===== config.mk =====
export PLATFORM = sky130hd
export DESIGN_NAME = dma_addr_unit
export DESIGN_NICKNAME = d
export VERILOG_FILES = /design/src/rtl/dma_addr_pkg.sv /design/src/rtl/dma_rst_sync.sv /design/src/rtl/dma_addr_reg.sv /design/src/rtl/dma_xfer_seq.sv /design/src/rtl/dma_addr_unit.sv
export SDC_FILE = /design/constraint.sdc
export NUM_CORES = 1
export LEC_CHECK = 0
export BUFFER_PORTS_ARGS = -buffer_cell sky130_fd_sc_hd__buf_4
export CORE_UTILIZATION = 40
export CTS_CLUSTER_DIAMETER = 30
export DETAILED_ROUTE_END_ITERATION = 10
export GPL_TIMING_DRIVEN = 0
export PLACE_DENSITY = 0.68
export SYNTH_ARGS = -nofsm -noshare
export SYNTH_HDL_FRONTEND = slang
export SYNTH_HIERARCHICAL = 1
export SYNTH_SLANG_ARGS = --single-unit

===== constraint.sdc =====
create_clock -name clk -period 1.1 [get_ports clk]
set_input_delay 0.11 -clock clk [delete_from_list [all_inputs] [get_ports clk]]
set_output_delay 0.11 -clock clk [all_outputs]
set_load 0.005 [all_outputs]

===== src/rtl/dma_addr_pkg.sv =====
package dma_addr_pkg;

  typedef enum logic [1:0] {
    OPSZ_BYTE = 2'b00,
    OPSZ_WORD = 2'b01,
    OPSZ_LONG = 2'b10,
    OPSZ_RSVD = 2'b11
  } opsz_e;

  typedef enum logic [1:0] {
    PH_IDLE  = 2'b00,
    PH_READ  = 2'b01,
    PH_WRITE = 2'b10
  } phase_e;

  localparam int unsigned RB_AW = 2;
  localparam logic [RB_AW-1:0] RB_SRC  = 2'd0;
  localparam logic [RB_AW-1:0] RB_DST  = 2'd1;
  localparam logic [RB_AW-1:0] RB_STAT = 2'd2;

  // Byte distance covered by one operand of the given size.
  function automatic logic [2:0] step_of(opsz_e sz);
    case (sz)
      OPSZ_WORD: step_of = 3'd2;
      OPSZ_LONG: step_of = 3'd4;
      default:   step_of = 3'd1;
    endcase
  endfunction

  function automatic logic size_legal(opsz_e sz);
    size_legal = (sz != OPSZ_RSVD);
  endfunction

endpackage


===== src/rtl/dma_rst_sync.sv =====
module dma_rst_sync #(
  parameter int unsigned STAGES = 2
) (
  input  logic clk,
  input  logic rst_n,
  output logic rst_ns
);

  logic [STAGES-1:0] sync_q;
  logic [STAGES-1:0] sync_d;

  always_comb begin
    sync_d = {sync_q[STAGES-2:0], 1'b1};
  end

  always_ff @(posedge clk or negedge rst_n) begin
    if (!rst_n) sync_q <= '0;
    else        sync_q <= sync_d;
  end

  assign rst_ns = sync_q[STAGES-1];

endmodule


===== src/rtl/dma_addr_reg.sv =====
module dma_addr_reg #(
  parameter int unsigned AW = 32,
  parameter int unsigned SW = 3
) (
  input  logic          clk,
  input  logic          sw_wr,
  input  logic [AW-1:0] sw_data,
  input  logic          step_en,
  input  logic [SW-1:0] step_amt,
  output logic [AW-1:0] q
);

  logic [AW-1:0] d;
  logic          en;

  // A software load takes priority over a step in the same cycle.
  always_comb begin
    en = sw_wr | step_en;
    if (sw_wr) d = sw_data;
    else       d = q + AW'(step_amt);
  end

  // The pointer has no reset: its contents survive a reset.
  always_ff @(posedge clk) begin
    if (en) q <= d;
  end

endmodule


===== src/rtl/dma_xfer_seq.sv =====
module dma_xfer_seq
  import dma_addr_pkg::*;
(
  input  logic   clk,
  input  logic   rst_ns,
  input  logic   xfer_req,
  input  logic   rd_done,
  input  logic   wr_done,
  input  logic   bus_err,
  input  logic   misaligned,
  input  logic   err_clr,
  output phase_e phase,
  output logic   cfg_err,
  output logic   src_end,
  output logic   dst_end
);

  phase_e phase_d;
  logic   err_d;

  always_comb begin
    phase_d = phase;
    err_d   = cfg_err;
    src_end = 1'b0;
    dst_end = 1'b0;
    if (err_clr) err_d = 1'b0;
    case (phase)
      PH_IDLE: begin
        if (xfer_req && !cfg_err) begin
          if (misaligned) err_d   = 1'b1;
          else            phase_d = PH_READ;
        end
      end
      PH_READ: begin
        if (rd_done) begin
          src_end = 1'b1;
          phase_d = bus_err ? PH_IDLE : PH_WRITE;
        end
      end
      PH_WRITE: begin
        if (wr_done) begin
          dst_end = 1'b1;
          phase_d = PH_IDLE;
        end
      end
      default: phase_d = PH_IDLE;
    endcase
  end

  always_ff @(posedge clk or negedge rst_ns) begin
    if (!rst_ns) begin
      phase   <= PH_IDLE;
      cfg_err <= 1'b0;
    end else begin
      phase   <= phase_d;
      cfg_err <= err_d;
    end
  end

endmodule


===== src/rtl/dma_addr_unit.sv =====
module dma_addr_unit
  import dma_addr_pkg::*;
#(
  parameter int unsigned AW = 32
) (
  input  logic          clk,
  input  logic          rst_n,
  input  logic          stop,
  input  logic          rb_wr,
  input  logic [1:0]    rb_addr,
  input  logic [AW-1:0] rb_wdata,
  output logic [AW-1:0] rb_rdata,
  input  logic [1:0]    op_size,
  input  logic          src_inc_en,
  input  logic          dst_inc_en,
  input  logic          xfer_req,
  input  logic          rd_done,
  input  logic          wr_done,
  input  logic          bus_err,
  output logic [AW-1:0] bus_addr,
  output logic          bus_addr_vld,
  output logic          rd_phase,
  output logic          wr_phase,
  output logic          cfg_err
);

  localparam int unsigned NREG = 2;
  localparam int unsigned SW   = 3;

  logic            rst_ns;
  logic [AW-1:0]   addr_q [NREG];
  logic [NREG-1:0] sw_wr;
  logic [NREG-1:0] inc_en;
  logic [NREG-1:0] phase_end;
  logic [NREG-1:0] step_en;
  logic [SW-1:0]   step_amt;
  logic            sw_ok;
  logic            misaligned;
  logic            err_clr;
  opsz_e           size;
  phase_e          phase;

  dma_rst_sync #(.STAGES(2)) u_rst (
    .clk    (clk),
    .rst_n  (rst_n),
    .rst_ns (rst_ns)
  );

  assign size     = opsz_e'(op_size);
  assign sw_ok    = rb_wr & ~stop;
  assign sw_wr[0] = sw_ok & (rb_addr == RB_SRC);
  assign sw_wr[1] = sw_ok & (rb_addr == RB_DST);
  assign err_clr  = sw_ok & (rb_addr == RB_STAT) & rb_wdata[0];
  assign inc_en   = {dst_inc_en, src_inc_en};
  assign step_amt = step_of(size);

  always_comb begin
    misaligned = !size_legal(size) ||
                 ((size != OPSZ_BYTE) && (addr_q[0][0] || addr_q[1][0]));
  end

  dma_xfer_seq u_seq (
    .clk        (clk),
    .rst_ns     (rst_ns),
    .xfer_req   (xfer_req),
    .rd_done    (rd_done),
    .wr_done    (wr_done),
    .bus_err    (bus_err),
    .misaligned (misaligned),
    .err_clr    (err_clr),
    .phase      (phase),
    .cfg_err    (cfg_err),
    .src_end    (phase_end[0]),
    .dst_end    (phase_end[1])
  );

  for (genvar g = 0; g < NREG; g++) begin : g_ptr
    assign step_en[g] = phase_end[g] & inc_en[g];
    dma_addr_reg #(.AW(AW), .SW(SW)) u_reg (
      .clk      (clk),
      .sw_wr    (sw_wr[g]),
      .sw_data  (rb_wdata),
      .step_en  (step_en[g]),
      .step_amt (step_amt),
      .q        (addr_q[g])
    );
  end

  always_comb begin
    rd_phase     = (phase == PH_READ);
    wr_phase     = (phase == PH_WRITE);
    bus_addr_vld = rd_phase | wr_phase;
    if (rd_phase)      bus_addr = addr_q[0];
    else if (wr_phase) bus_addr = addr_q[1];
    else               bus_addr = '0;
  end

  always_comb begin
    case (rb_addr)
      RB_SRC:  rb_rdata = addr_q[0];
      RB_DST:  rb_rdata = addr_q[1];
      RB_STAT: rb_rdata = {{(AW-1){1'b0}}, cfg_err};
      default: rb_rdata = '0;
    endcase
  end

endmodule


Word level (Yosys, flattened, before mapping) --
Index checks and enable logic that the tools add are counted.
Storage, ports and cells: input bits 46, logic and storage cells 59, output and inout bits 68, register bits 69
Operators by class: add/subtract/negate cells 2, reductions and logical operators 10, multiplexer cells 20, equal/unequal tests 11, bitwise logic cells 11
Operator list (count):
- 32-bit two-way mux | 4
- 32-bit one-hot mux with 3 select lines | 1
- 32-bit by 3-bit adder with 32-bit output | 2
- 2-bit two-way mux | 5
- 1-bit two-way mux | 8
- 2-bit != test (second input constant) | 4
- 1-bit bitwise AND | 7
- 2-bit by 1-bit equality test with 1-bit output (second input constant) | 3
- 2-bit equality test (second input constant) | 3
- 2-bit one-hot mux with 3 select lines | 1
- 3-bit one-hot mux with 2 select lines | 1
- 2-bit logical NOT | 2
- 4-bit AND reduction | 1
- 1-bit bitwise OR | 3
- 1-bit logical AND | 2
- 1-bit logical NOT | 2
- 1-bit logical OR | 2
- 2-bit by 1-bit != test with 1-bit output (second input constant) | 1
- 2-bit nonzero test | 1
- 1-bit inverter | 1

Longest topological paths before layout --
Gate-level depths: netlist of run 1.
depth in word-level cells 8, gate-level depth with buffers 11, gate-level depth less buffers 10

Modules after synthesis --
The synthesis of run 1 kept the hierarchy.
Modules (own cells, without submodules):
- dma_addr_reg at g_ptr[0].u_reg | area each 2093.3 um^2, instances 1, cells each 219, seq. area each 960.9 um^2
- dma_addr_reg at g_ptr[1].u_reg | area each 1979.4 um^2, instances 1, cells each 191, seq. area each 960.9 um^2
- dma_addr_unit | area each 1134.8 um^2, instances 1, cells each 200, seq. area each 0.0 um^2
- dma_xfer_seq | area each 146.4 um^2, instances 1, cells each 15, seq. area each 75.1 um^2
- dma_rst_sync | area each 53.8 um^2, instances 1, cells each 3, seq. area each 50.0 um^2

Least setup slack after synthesis of run 1 --
No wires, ideal clock.
path kind input to register, start input port op_size[0], end register g_ptr[0].u_reg.q[30], data pin, arrival 2.133 ns, path slack -1.307 ns, library setup time 0.274 ns, path buffers 2, stages 11, path through inv_1 > ha_1 > inv_1 > ha_1 > fa_1 > a21oi_1 > or4_1 > buf_2 > buf_2 > o41ai_1 > a31oi_1
Between the ends: word-level cells in the longest chain between the ends 4
RTL lines:
- start: declaration | RTL line dma_addr_unit.sv:13 | input logic [1:0] op_size,
- 2-bit equality test or 2-bit by 1-bit equality test with 1-bit output (tied branches) | RTL line dma_addr_pkg.sv:23 | case (sz)
- 3-bit one-hot mux with 2 select lines * | RTL line dma_addr_pkg.sv:23
- via step_amt[0] | RTL line dma_addr_unit.sv:36 | logic [SW-1:0] step_amt;
- 32-bit by 3-bit adder with 32-bit output * | RTL line dma_addr_reg.sv:20 | else d = q + AW'(step_amt);
- 32-bit two-way mux * | RTL line dma_addr_reg.sv:19 | if (sw_wr) d = sw_data;
- via g_ptr[0].u_reg.d[30] | RTL line dma_addr_reg.sv:13 | logic [AW-1:0] d;
- end signal: assignment | RTL line dma_addr_reg.sv:25 | if (en) q <= d;
- end: declaration | RTL line dma_addr_reg.sv:10 | output logic [AW-1:0] q
Mark *: on every way through the listed nets, which the timed path passes. The rest lies on a longest branch. A chain may end at the register's enable or synchronous reset.

Worst setup path after layout of run 1 --
start register g_ptr[0].u_reg.q[2], end register g_ptr[0].u_reg.q[21], data pin
Between the ends: word-level cells in the longest chain between the ends 2
RTL lines (RTL line):
- 32-bit by 3-bit adder with 32-bit output | dma_addr_reg.sv:20
- 32-bit two-way mux | dma_addr_reg.sv:19
- via g_ptr[0].u_reg.d[21] | dma_addr_reg.sv:13
The timed path passes the listed nets, and every way through them passes these cells.

==> results of run 1 <==
-- cell families after synthesis --
group / after synthesis / synth area share
simple gates: 288 / 0.2622
flops: 69 / 0.3785
compound gates: 126 / 0.1340
mux: 38 / 0.07173
other cells: 1 / 0.0006935
buf+inv: 52 / 0.05298
fa+ha+maj: 14 / 0.03517
xor+xnor: 40 / 0.06478
-- per-stage QoR --
stage          total power (W)  instances  utilization  instance area (sq um)
3_3_place_gp          0.005313        915       0.5213                   6877
6_report               0.01008       1050       0.7228                   9534
4_1_cts               0.009616       1004       0.6568                   8663
5_1_grt                0.01032       1050       0.7228                   9534
2_1_floorplan         0.004452        628            -                   5823
3_5_place_dp          0.005362        915       0.5213                   6877
-- power breakdown --
| group | internal (W) | total [W] | leakage (nW) | switching [W] |
|---|---|---|---|---|
| clock network | 0.00196 | 0.00319 | 0.146 | 0.00123 |
| logic | 0.00194 | 0.00365 | 3.06 | 0.00171 |
| registers | 0.00304 | 0.00323 | 0.638 | 0.000198 |
| total | 0.00694 | 0.0101 | 3.84 | 0.00314 |
-- what timing repair did --
action | in CTS | in global routing
setup buffers | 56 | 71
hold buffers | 3 | 0
setup endpoints to repair | 197 | 198
pin swaps | 79 | 74
resized for setup | 166 | 163
gates cloned | 15 | 1
hold endpoints to repair | 3 | 0
-- cells in the mapped netlist (all sizes together), types with 12 or more instances --
| cell type | n |
|---|---|
| ha | 12 |
| clkbuf | 20 |
| nand3 | 27 |
| nor2 | 54 |
| mux2i | 32 |
| or4 | 15 |
| o21ai | 79 |
| buf | 20 |
| a31oi | 16 |
| xnor2 | 16 |
| nand2 | 120 |
| edfxtp | 64 |
| xor2 | 24 |
| nand4 | 18 |
-- worst max path at each step --
stage / start / endpoint / slack, ns / cells after the start
floorplan: op_size[0] / g_ptr[0].u_reg/q[20] / -1.13 / 10
global route: g_ptr[0].u_reg/q[1] / g_ptr[0].u_reg/q[21] / -1.31 / 5
CTS: g_ptr[0].u_reg/q[0] / g_ptr[0].u_reg/q[20] / -1.28 / 7
global placement: op_size[0] / g_ptr[1].u_reg/q[31] / -1.44 / 9
finish: g_ptr[0].u_reg/q[2] / g_ptr[0].u_reg/q[21] / -1.26 / 5
detailed placement: op_size[0] / g_ptr[1].u_reg/q[16] / -1.46 / 11
-- metal layers --
metal	wire length [um]	global-route usage	part of all wire
met1	9210	0.4021	0.38
met2	11540	0.5147	0.47
met3	2093	0.05357	0.086
met4	1481	0.1755	0.061
met5	0	0	0
-- flip-flops by register name, indices dropped and copies added, names as in the netlist --
name           flops
g_ptr.u_reg/q     64
u_rst/sync_q       2
u_seq/cfg_err      1
u_seq/phase        2
-- area by class of cell --
type	instances	area share
well taps	176	0.02310
clock buffers	10	0.02402
clock inverters	5	0.008005
flip-flops and latches	69	0.2150
plain buffers	34	0.04108
repair buffers	234	0.2423
multi-input cells	510	0.4411
inverters	12	0.005512
-- worst reg2reg max path, cell delays in order, from the launching register on --
cell and delay (ns):
sky130_fd_sc_hd__edfxtp_1 0.45, sky130_fd_sc_hd__ha_4 0.36, sky130_fd_sc_hd__nand3_4 0.14, sky130_fd_sc_hd__a2111o_1 0.58
sky130_fd_sc_hd__or4_1 0.51, sky130_fd_sc_hd__a31oi_1 0.17
==> Flow_metrics.wiki, run 1 <==
{| class="wikitable"
! Metric !! Value
|-
| IR Drop Worst-Case VDD || 0.0008391 V
|-
| Clock tree from TritonCTS || yes
|-
| Count of input and output buffers || around 110
|-
| Maximum number of pins on one net before global-route repair || 13
|-
| ANT nets after route || 0
|-
| Post-place setup slack || -1.461 ns
|-
| Hold path startpoint || xfer_req
|-
| Setup repair after global routing missed its margin || true
|-
| Hold Path End || u_seq/cfg_err
|-
| Critical path fanouts, max || 8
|-
| Share of the clock period used by the worst path || 2.142
|-
| Max-cap violations || 0
|-
| Pins over their slew limit || 0
|-
| Std-Cell Rows || 42
|-
| Worst Skew || ~0.0074 ns
|-
| Critical register-to-register path endpoint || g_ptr[0].u_reg/q[21]
|-
| Die Footprint || between 10,000 and 15,000 sq um
|-
| Classification of the worst-slack hold path || in -> reg
|-
| Element type at the critical path end || register
|-
| Leftover overflow at the end of global routing || 0
|-
| Syn-to-layout area delta || 76.31%
|-
| Number of remaining DRC errors || 0
|-
| Drt via density || slightly above 6
|-
| Post-synthesis register bit count || between 60 and 70
|-
| Final worst setup slack || -1.256 ns
|-
| Commonest non-fill, non-tap cell in the layout || sky130_fd_sc_hd__buf_4
|-
| Via count of the first global-routing pass || 5,963
|-
| Crit path launch type || register
|-
| Total routing usage reported by global routing || 0.3176
|-
| FF-to-FF setup slack || -1.26 ns
|-
| Number of setup violations in the final report || 197
|-
| GPL Wtd Cong || between 0.9 and 1
|-
| TritonRoute pass-1 iters || 5
|-
| Fraction of registers with async set or reset after synthesis || 0.07246
|-
| Share of the yosys chip area belonging to registers || 0.3785
|-
| Global-route wire length before repair || between 30 and 40 mm
|-
| Most area-consuming cells after synthesis || sky130_fd_sc_hd__edfxtp_1, sky130_fd_sc_hd__nand2_1, sky130_fd_sc_hd__o21ai_0, sky130_fd_sc_hd__mux2i_1, sky130_fd_sc_hd__xor2_1
|-
| FF+latch area || just over 2000 sq um
|-
| Transition time of the tightest slew-check pin || roughly 0.9 ns
|-
| Run status || finished, violations left
|-
| Antenna Diode Count || 0
|-
| Most frequent cells in the layout || sky130_fd_sc_hd__buf_4, sky130_fd_sc_hd__buf_6, sky130_fd_sc_hd__edfxtp_1, sky130_fd_sc_hd__nand2_1, sky130_fd_sc_hd__nor2_1
|-
| CTS H-Tree Depth || 3
|-
| Die height || between 100 and 150 um
|-
| Number of fillers in the final layout || 857
|-
| Failing checks || setup timing
|-
| Synth warnings || 6
|-
| Combined area of all synthesized cells || 5408 sq um
|-
| Die X || approximately 120 um
|-
| Fraction of final layout cells with drive strength greater than 1 || 0.5206
|-
| Syn avg cell area || approximately 8.6 sq um
|-
| Buffer type at the clock tree root || sky130_fd_sc_hd__clkbuf_16
|-
| Worst Path Arrival || 2.56 ns
|-
| Depth of the worst hold-timing path || 3
|-
| Worst hold margin || 0.03340 ns
|-
| Max incr delay on CP || just under 0.6 ns
|-
| Aggregate routed wire length || 24.32 mm
|-
| Area used by multi-input combinational logic || about 4200 sq um
|-
| Largest area contributor in the netlist || sky130_fd_sc_hd__edfxtp_1
|-
| Req. time, crit path || 1.30 ns
|-
| Source of the worst register-to-register timing path || g_ptr[0].u_reg/q[2]
|-
| Total number of vias || ~6,400
|-
| Post-route minimum period || 2.356 ns
|-
| Number of synthesized flops with an enable pin || 64
|-
| Starting Density || 0.4100
|-
| Worst-case reg-to-reg path depth || 5
|-
| Number of top-level design ports || 114
|-
| Insertion delay to the later sink of the worst-skew pair || 0.35 ns
|-
| Num Clock Sinks || between 60 and 70
|-
| Initial antenna violation count || 0
|-
| Main synth FF type || sky130_fd_sc_hd__edfxtp_1
|-
| Normalized max-slew margin || 0.4076
|-
| Portion of synthesized cell area occupied by the leading cell type || 0.3554
|-
| Clock transition time at the flip-flop clock pins of the worst setup and hold paths || approximately 0.060 ns
|-
| Final routed wire length divided by cell count || roughly 23 um
|-
| Setup TNS || -117.80 ns
|-
| Timing-limited maximum frequency || roughly 420 MHz
|-
| Critical Setup Path Class || reg -> reg
|-
| Clk buf depth || 2
|-
| TritonCTS Buffers || 9
|-
| Cells along the critical path || ha_4 -> nand3_4 -> a2111o_1 -> or4_1 -> a31oi_1
|-
| Number of nets in the finished design || 930
|-
| Cell area power density || 1057 nW/um^2
|-
| Placeable core region || ~13,000 sq um
|-
| Count of unique library cells instantiated by Yosys || between 50 and 60
|-
| Synthesized netlist net count || roughly 690
|-
| Leak Pwr || a little under 4 nW
|-
| Final Hold Fails || 0
|-
| Number of DRC markers after the initial detailed-route iteration || 626
|-
| Number of buffer and inverter instances along the worst setup path || 0
|-
| Cells after Synth || approximately 630
|-
| Top delay family on crit path || compound AO/OA/AOI/OAI gates
|-
| Worst path slowest cell || sky130_fd_sc_hd__a2111o_1
|-
| Detailed Place HPWL || roughly 13 mm
|}
Power figures use the tool's default switching activity.
==> run 2: changes to the inputs <==
--- a/config.mk
+++ b/config.mk
@@ -11,5 +11,5 @@
 export DETAILED_ROUTE_END_ITERATION = 10
 export GPL_TIMING_DRIVEN = 0
-export PLACE_DENSITY = 0.68
+export PLACE_DENSITY = 0.66
 export SYNTH_ARGS = -nofsm -noshare
 export SYNTH_HDL_FRONTEND = slang
==> constraint.sdc (replaced) <==
create_clock -name clk -period 2.9 [get_ports clk]
set_input_delay 0.29 -clock clk [delete_from_list [all_inputs] [get_ports clk]]
set_output_delay 0.29 -clock clk [all_outputs]
set_load 0.02 [all_outputs]
==> run 2 against run 1 <==
- the run now ends clean
- register-to-register slack better by 1.4 ns
- utilization is 21 points lower
- sequential power down 62%
- critical path depth is 3 higher
- non-clock buffer count shrank 116
- sequential share of layout area grew 8.9 points
- worst setup slack improved by 1.4 ns
- first-iteration DRC count fell by 20%
- routed wire length down 28%
- count of clock-buffer cells in the layout grew 1
- global-route usage shrank 6.5 points
==> Flow_metrics.wiki, run 2 (synthesized netlist as in run 1, its figures left out) <==
{| class="wikitable"
! Metric !! Value
|-
| Post-route minimum period || 2.727 ns
|-
| Number of DRC markers after the initial detailed-route iteration || approximately 500
|-
| GPL Wtd Cong || around 0.94
|-
| Setup TNS || 0 ns
|-
| Cell area power density || 455.1 nW/um^2
|-
| Buffer type at the clock tree root || sky130_fd_sc_hd__clkbuf_16
|-
| Total number of vias || 5,325
|-
| Run status || finished clean
|-
| Worst-case reg-to-reg path depth || 8
|-
| Cell count along the critical path || 8
|-
| Aggregate routed wire length || ~17 mm
|-
| Registers with the most flip-flops || g_ptr.u_reg/q x64, u_rst/sync_q x2, u_seq/phase x2
|-
| Area used by multi-input combinational logic || around 3100 sq um
|-
| Register with the most flip-flops || g_ptr.u_reg/q
|-
| Leftover overflow at the end of global routing || 0
|-
| Flip-flop count of the largest register after layout || 64
|-
| Req. time, crit path || approximately 3.0 ns
|-
| Critical register-to-register path endpoint || g_ptr[0].u_reg/q[22]
|-
| CTS H-Tree Depth || 3
|-
| Syn-to-layout area delta || 24.69%
|-
| Die height || about 120 um
|-
| Timing-limited maximum frequency || ~370 MHz
|-
| Leak Pwr || approximately 2.5 nW
|-
| Overall power after layout || around 0.0031 W
|-
| Classification of the worst-slack hold path || reg -> async
|-
| Final Hold Fails || 0
|-
| Clock tree from TritonCTS || yes
|-
| Crit path launch type || register
|-
| Element type at the critical path end || register
|-
| ANT nets after route || 0
|-
| Worst hold margin || 0.04798 ns
|-
| Clock transition time at the flip-flop clock pins of the worst setup and hold paths || about 0.060 ns
|-
| FF-to-FF setup slack || 0.17 ns
|-
| TritonCTS Buffers || 9
|-
| Most Frequent Cell on Critical Path || sky130_fd_sc_hd__buf_2
|-
| Placeable core region || roughly 13,000 sq um
|-
| Post-place setup slack || -0.09469 ns
|-
| FF+latch area || slightly above 2000 sq um
|-
| Number of nets in the finished design || 811
|-
| Clk buf depth || 2
|-
| Maximum number of pins on one net before global-route repair || 33
|-
| Normalized max-slew margin || 0.3798
|-
| Global-route wire length before repair || 27.37 mm
|-
| Count of input and output buffers || ~110
|-
| CTS hold repair buffers || 1
|-
| Starting Density || 0.4100
|-
| Via count of the first global-routing pass || roughly 5,100
|-
| Worst Skew || between 0.007 and 0.008 ns
|-
| Post-CTS repair timing setup buffer count || 0
|-
| Detailed Place HPWL || ~13 mm
|-
| Die X || between 100 and 150 um
|-
| Insertion delay to the later sink of the worst-skew pair || ~0.34 ns
|-
| Share of the clock period used by the worst path || 0.9403
|-
| Die Footprint || between 10,000 and 15,000 sq um
|-
| Fraction of final layout cells with drive strength greater than 1 || 0.2042
|-
| IR Drop Worst-Case VDD || between 0.0003 and 0.0004 V
|-
| TritonRoute pass-1 iters || 5
|-
| Number of remaining DRC errors || 0
|-
| Top delay family on crit path || adder cells
|-
| Final worst setup slack || around 0.17 ns
|-
| Num Clock Sinks || 69
|-
| Number of top-level design ports || about 110
|-
| Cells along the critical path || ha_1 -> fa_1 -> a21oi_1 -> or4_1 -> buf_2 -> buf_2 -> or3_1 -> a31oi_1
|-
| Number of fillers in the final layout || roughly 1,200
|-
| Total cell area at the placement stage || ~6500 sq um
|-
| Most frequent cells in the layout || sky130_fd_sc_hd__nand2_1, sky130_fd_sc_hd__buf_4, sky130_fd_sc_hd__o21ai_0, sky130_fd_sc_hd__edfxtp_1, sky130_fd_sc_hd__nor2_1
|-
| Post-cts gate resize count || 0
|-
| Std-Cell Rows || 42
|-
| Final routed wire length divided by cell count || around 19 um
|-
| Number of setup violations in the final report || 0
|-
| Initial antenna violation count || 0
|-
| Pins over their slew limit || 0
|-
| Finished layout cell area || a little under 7000 sq um
|-
| Critical path fanouts, max || 10
|-
| Number of buffer and inverter instances along the worst setup path || 2
|-
| Max-cap violations || 0
|-
| Transition time of the tightest slew-check pin || 0.9303 ns
|-
| Total routing usage reported by global routing || 0.2523
|-
| Commonest non-fill, non-tap cell in the layout || sky130_fd_sc_hd__nand2_1
|-
| Setup repair after global routing missed its margin || false
|-
| Worst Path Arrival || roughly 2.8 ns
|-
| Antenna Diode Count || 0
|-
| Drt via density || between 5 and 6
|-
| Worst path slowest cell || sky130_fd_sc_hd__a21oi_1
|-
| Critical Setup Path Class || reg -> reg
|-
| Source of the worst register-to-register timing path || g_ptr[0].u_reg/q[0]
|-
| Max incr delay on CP || approximately 0.5 ns
|}
-- run 2: layer usage --
metal / vias up / global-route usage / part of all wire
met5: - / 0 / 0
met3: 27 / 0.05212 / 0.072
met1: 2547 / 0.3345 / 0.43
li1: 2515 / - / -
met2: 236 / 0.4063 / 0.48
met4: 0 / 0.08974 / 0.022
-- run 2: power breakdown --
group,internal [W],switching [W],total [W]
Sequential,0.00115,0.0000696,0.00122
Combinational,0.000314,0.000465,0.000779
Clock,0.000653,0.000415,0.00107
-- run 2: cell type report --
cell class              count  share of cell area
plain buffers              40             0.03581
clock buffers              11             0.03451
clock inverters             3            0.005752
inverters                  12            0.006680
multi-input cells         507              0.4559
flip-flops and latches     69              0.3036
well taps                 176             0.03266
repair buffers            112              0.1251
-- run 2: worst max path at each step --
stage                           endpoint                 from
floorplan           g_ptr[0].u_reg/q[30]           op_size[0]
global placement    g_ptr[0].u_reg/q[30]           op_size[0]
detailed placement  g_ptr[0].u_reg/q[22]           op_size[0]
CTS                 g_ptr[0].u_reg/q[22]  g_ptr[0].u_reg/q[0]
global route        g_ptr[0].u_reg/q[22]  g_ptr[0].u_reg/q[0]
finish              g_ptr[0].u_reg/q[22]  g_ptr[0].u_reg/q[0]
-- run 2: worst reg2reg max path, delay by kind of cell, from the launching register on --
kind / cells / cell delay [ns]
flops: 1 / 0.44
simple gates: 2 / 0.34
buf+inv: 2 / 0.46
fa+ha+maj: 2 / 0.66
compound gates: 2 / 0.57
-- run 2: metrics by stage --
step	utilization	cells
after detailed placement	0.4899	915
final	0.5112	930
after floorplan	-	628
after global placement	0.4899	915
after global routing	0.5112	930
after CTS	0.5112	930
==> run 3: changes to the inputs <==
Settings changed: BUFFER_PORTS_ARGS -buffer_cell sky130_fd_sc_hd__buf_4 to -buffer_cell sky130_fd_sc_hd__buf_2.
==> run 3 against run 2 <==
- routed wire length fell by 0.88%
- sequential share of layout area rose by 1.0 points
- final area fell by 3.2%
- sequential power barely moved
- count of clock-buffer cells in the layout did not move
- critical path type is now in -> reg
==> Flow_metrics.wiki, run 3 (synthesized netlist as in run 1, its figures left out) <==
{| class="wikitable"
! Metric !! Value
|-
| Run status || finished clean
|-
| Detailed Place HPWL || approximately 12 mm
|-
| ANT nets after route || 0
|-
| Crit path launch type || input port
|-
| Clock transition time at the flip-flop clock pins of the worst setup and hold paths || 0.05 ns
|-
| Classification of the worst-slack hold path || reg -> async
|-
| Cell area power density || between 400 and 500 nW/um^2
|-
| Cells along the critical path || buf_2 -> inv_1 -> ha_1 -> inv_1 -> ha_1 -> fa_1 -> a21oi_1 -> or4_1 -> buf_2 -> buf_2 -> o41ai_1 -> a31oi_1
|-
| GPL Wtd Cong || a little under 1
|-
| Overall power after layout || 0.003194 W
|-
| Die Footprint || between 10,000 and 15,000 sq um
|-
| Clk buf depth || 2
|-
| CTS H-Tree Depth || 3
|-
| Post-cts gate resize count || 0
|-
| Internal cell power || 0.002232 W
|-
| Die X || ~120 um
|-
| Portion of total power attributed to sequential cells || 0.382
|-
| Antenna Diode Count || 0
|-
| Leak Pwr || 2.490 nW
|-
| Final routed wire length divided by cell count || roughly 19 um
|-
| Via count of the first global-routing pass || 5,199
|-
| Number of nets in the finished design || between 800 and 900
|-
| Net switching fraction of the power || 0.3013
|-
| Count of input and output buffers || approximately 110
|-
| Setup TNS || 0 ns
|-
| Initial antenna violation count || 0
|-
| Number of setup violations in the final report || 0
|-
| Worst Skew || roughly 0.0090 ns
|-
| Register with the most flip-flops || g_ptr.u_reg/q
|-
| Number of DRC markers after the initial detailed-route iteration || between 500 and 600
|-
| Worst path slowest cell || sky130_fd_sc_hd__or4_1
|-
| Normalized max-slew margin || 0.3831
|-
| Number of remaining DRC errors || 0
|-
| Flip-flop count of the largest register after layout || 64
|-
| IR Drop Worst-Case VDD || approximately 0.00036 V
|-
| TritonRoute pass-1 iters || 5
|-
| Max-cap violations || 0
|-
| Leftover overflow at the end of global routing || 0
|-
| Clock tree from TritonCTS || yes
|-
| Share of the clock period used by the worst path || 0.9452
|-
| Worst Path Arrival || approximately 2.8 ns
|-
| Total number of vias || about 5,400
|-
| Most Frequent Cell on Critical Path || sky130_fd_sc_hd__buf_2
|-
| Clock share of power || 0.396
|-
| Drt via density || 5.803
|-
| Registers with the most flip-flops || g_ptr.u_reg/q x64, u_rst/sync_q x2, u_seq/phase x2
|-
| Element type at the critical path end || register
|-
| Fraction of final layout cells with drive strength greater than 1 || 0.2063
|-
| Transition time of the tightest slew-check pin || ~0.9 ns
|-
| Starting Density || 0.4100
|-
| Worst hold margin || roughly 0.056 ns
|-
| Buffer type at the clock tree root || sky130_fd_sc_hd__clkbuf_16
|-
| TritonCTS Buffers || 9
|-
| Critical path fanouts, max || 10
|-
| Total routing usage reported by global routing || 0.2520
|-
| Final Hold Fails || 0
|-
| Share of total power in combinational logic || 0.222
|-
| Max incr delay on CP || about 0.55 ns
|-
| Global-route wire length before repair || between 20 and 30 mm
|-
| Most frequent cells in the layout || sky130_fd_sc_hd__buf_2, sky130_fd_sc_hd__nand2_1, sky130_fd_sc_hd__o21ai_0, sky130_fd_sc_hd__edfxtp_1, sky130_fd_sc_hd__nor2_1
|-
| Post-route minimum period || about 2.7 ns
|-
| Num Clock Sinks || a little under 70
|-
| FF-to-FF setup slack || 0.18 ns
|-
| Setup repair after global routing missed its margin || false
|-
| Syn-to-layout area delta || 20.66%
|-
| NetSw || approximately 0.00096 W
|-
| Fin util || 0.4947
|-
| Aggregate routed wire length || between 15 and 20 mm
|-
| Timing-limited maximum frequency || between 300 and 400 MHz
|-
| Commonest non-fill, non-tap cell in the layout || sky130_fd_sc_hd__buf_2
|-
| Number of fillers in the final layout || about 1,300
|-
| Number of top-level design ports || 114
|-
| Post-Layout Cell Count || 932
|-
| Placed cell count || between 900 and 1,000
|-
| Req. time, crit path || 2.96 ns
|-
| Std-Cell Rows || 42
|-
| FF+latch area || roughly 2000 sq um
|-
| Critical Setup Path Class || in -> reg
|-
| Placeable core region || 13,190 sq um
|-
| Pins over their slew limit || 0
|-
| Maximum number of pins on one net before global-route repair || 33
|-
| Area used by multi-input combinational logic || ~3100 sq um
|-
| Insertion delay to the later sink of the worst-skew pair || around 0.34 ns
|-
| Die height || 118.3 um
|}
## run 3: cell count changes in the layout (fill, tap and decap cells not counted), sizes merged
cell / previous run / this run
bufinv: 1 / 3
## run 3: final cells by class
class,instances,area share
Clock buffer,11,0.03567
Sequential cell,69,0.3137
Tap cell,176,0.03375
Inverter,12,0.006903
Buffer,40,0.03701
Clock inverter,5,0.01515
Multi-Input combinational cell,507,0.4711
Timing Repair Buffer,112,0.08667
## run 3: stage by stage
step	area [sq um]	setup slack, ns
4_1_cts	6525	0.1959
3_5_place_dp	6183	-0.1188
5_1_grt	6525	0.01995
6_report	6525	0.1591
2_1_floorplan	5408	0.3129
3_3_place_gp	6183	-0.1146
## run 3: power groups by stage
stage / Combinational (W) / Clock (W) / Sequential, W
after floorplan: 0.000445 / 0 / 0.00123
after global placement: 0.000681 / 0 / 0.00124
after detailed placement: 0.000697 / 0 / 0.00124
after CTS: 0.000704 / 0.00127 / 0.00122
after global routing: 0.000764 / 0.00132 / 0.00123
final: 0.000709 / 0.00126 / 0.00122
## run 3: what timing repair did
action,CTS,global route
hold buffers,1,0
buffers inserted,0,0
hold endpoints to repair,2,0
## run 3: path summary, 6_finish.rpt
| kind | from | to | cells past startpoint |
|---|---|---|---|
| worst max-delay path | op_size[0] | g_ptr[0].u_reg/q[30] | 12 |
| worst min-delay path | u_rst/sync_q[1] | u_seq/cfg_err | 0 |
| worst max register to register | g_ptr[0].u_reg/q[0] | g_ptr[0].u_reg/q[22] | 8 |
| worst min register to register | u_rst/sync_q[1] | u_seq/cfg_err | 0 |
| max in group asynchronous | rst_n | u_rst/sync_q[1] | 2 |
| min in group clk | bus_err | u_seq/phase[1] | 2 |
## run 3: critical path: cells and delay by family
kind / cells / cell delay [ns]
AOI/OAI and AO/OA: 3 / 0.59
buffers and inverters: 5 / 0.64
adders and majority gates: 3 / 0.72
and+or+nand+nor: 1 / 0.55
## run 3: layer usage
metal | vias up | GRT usage | wire length, um
met5 | - | 0 | 0
met4 | 0 | 0.1186 | 580
met3 | 41 | 0.04681 | 1479
met2 | 291 | 0.4018 | 7925
met1 | 2559 | 0.3295 | 7318
li1 | 2517 | - | -
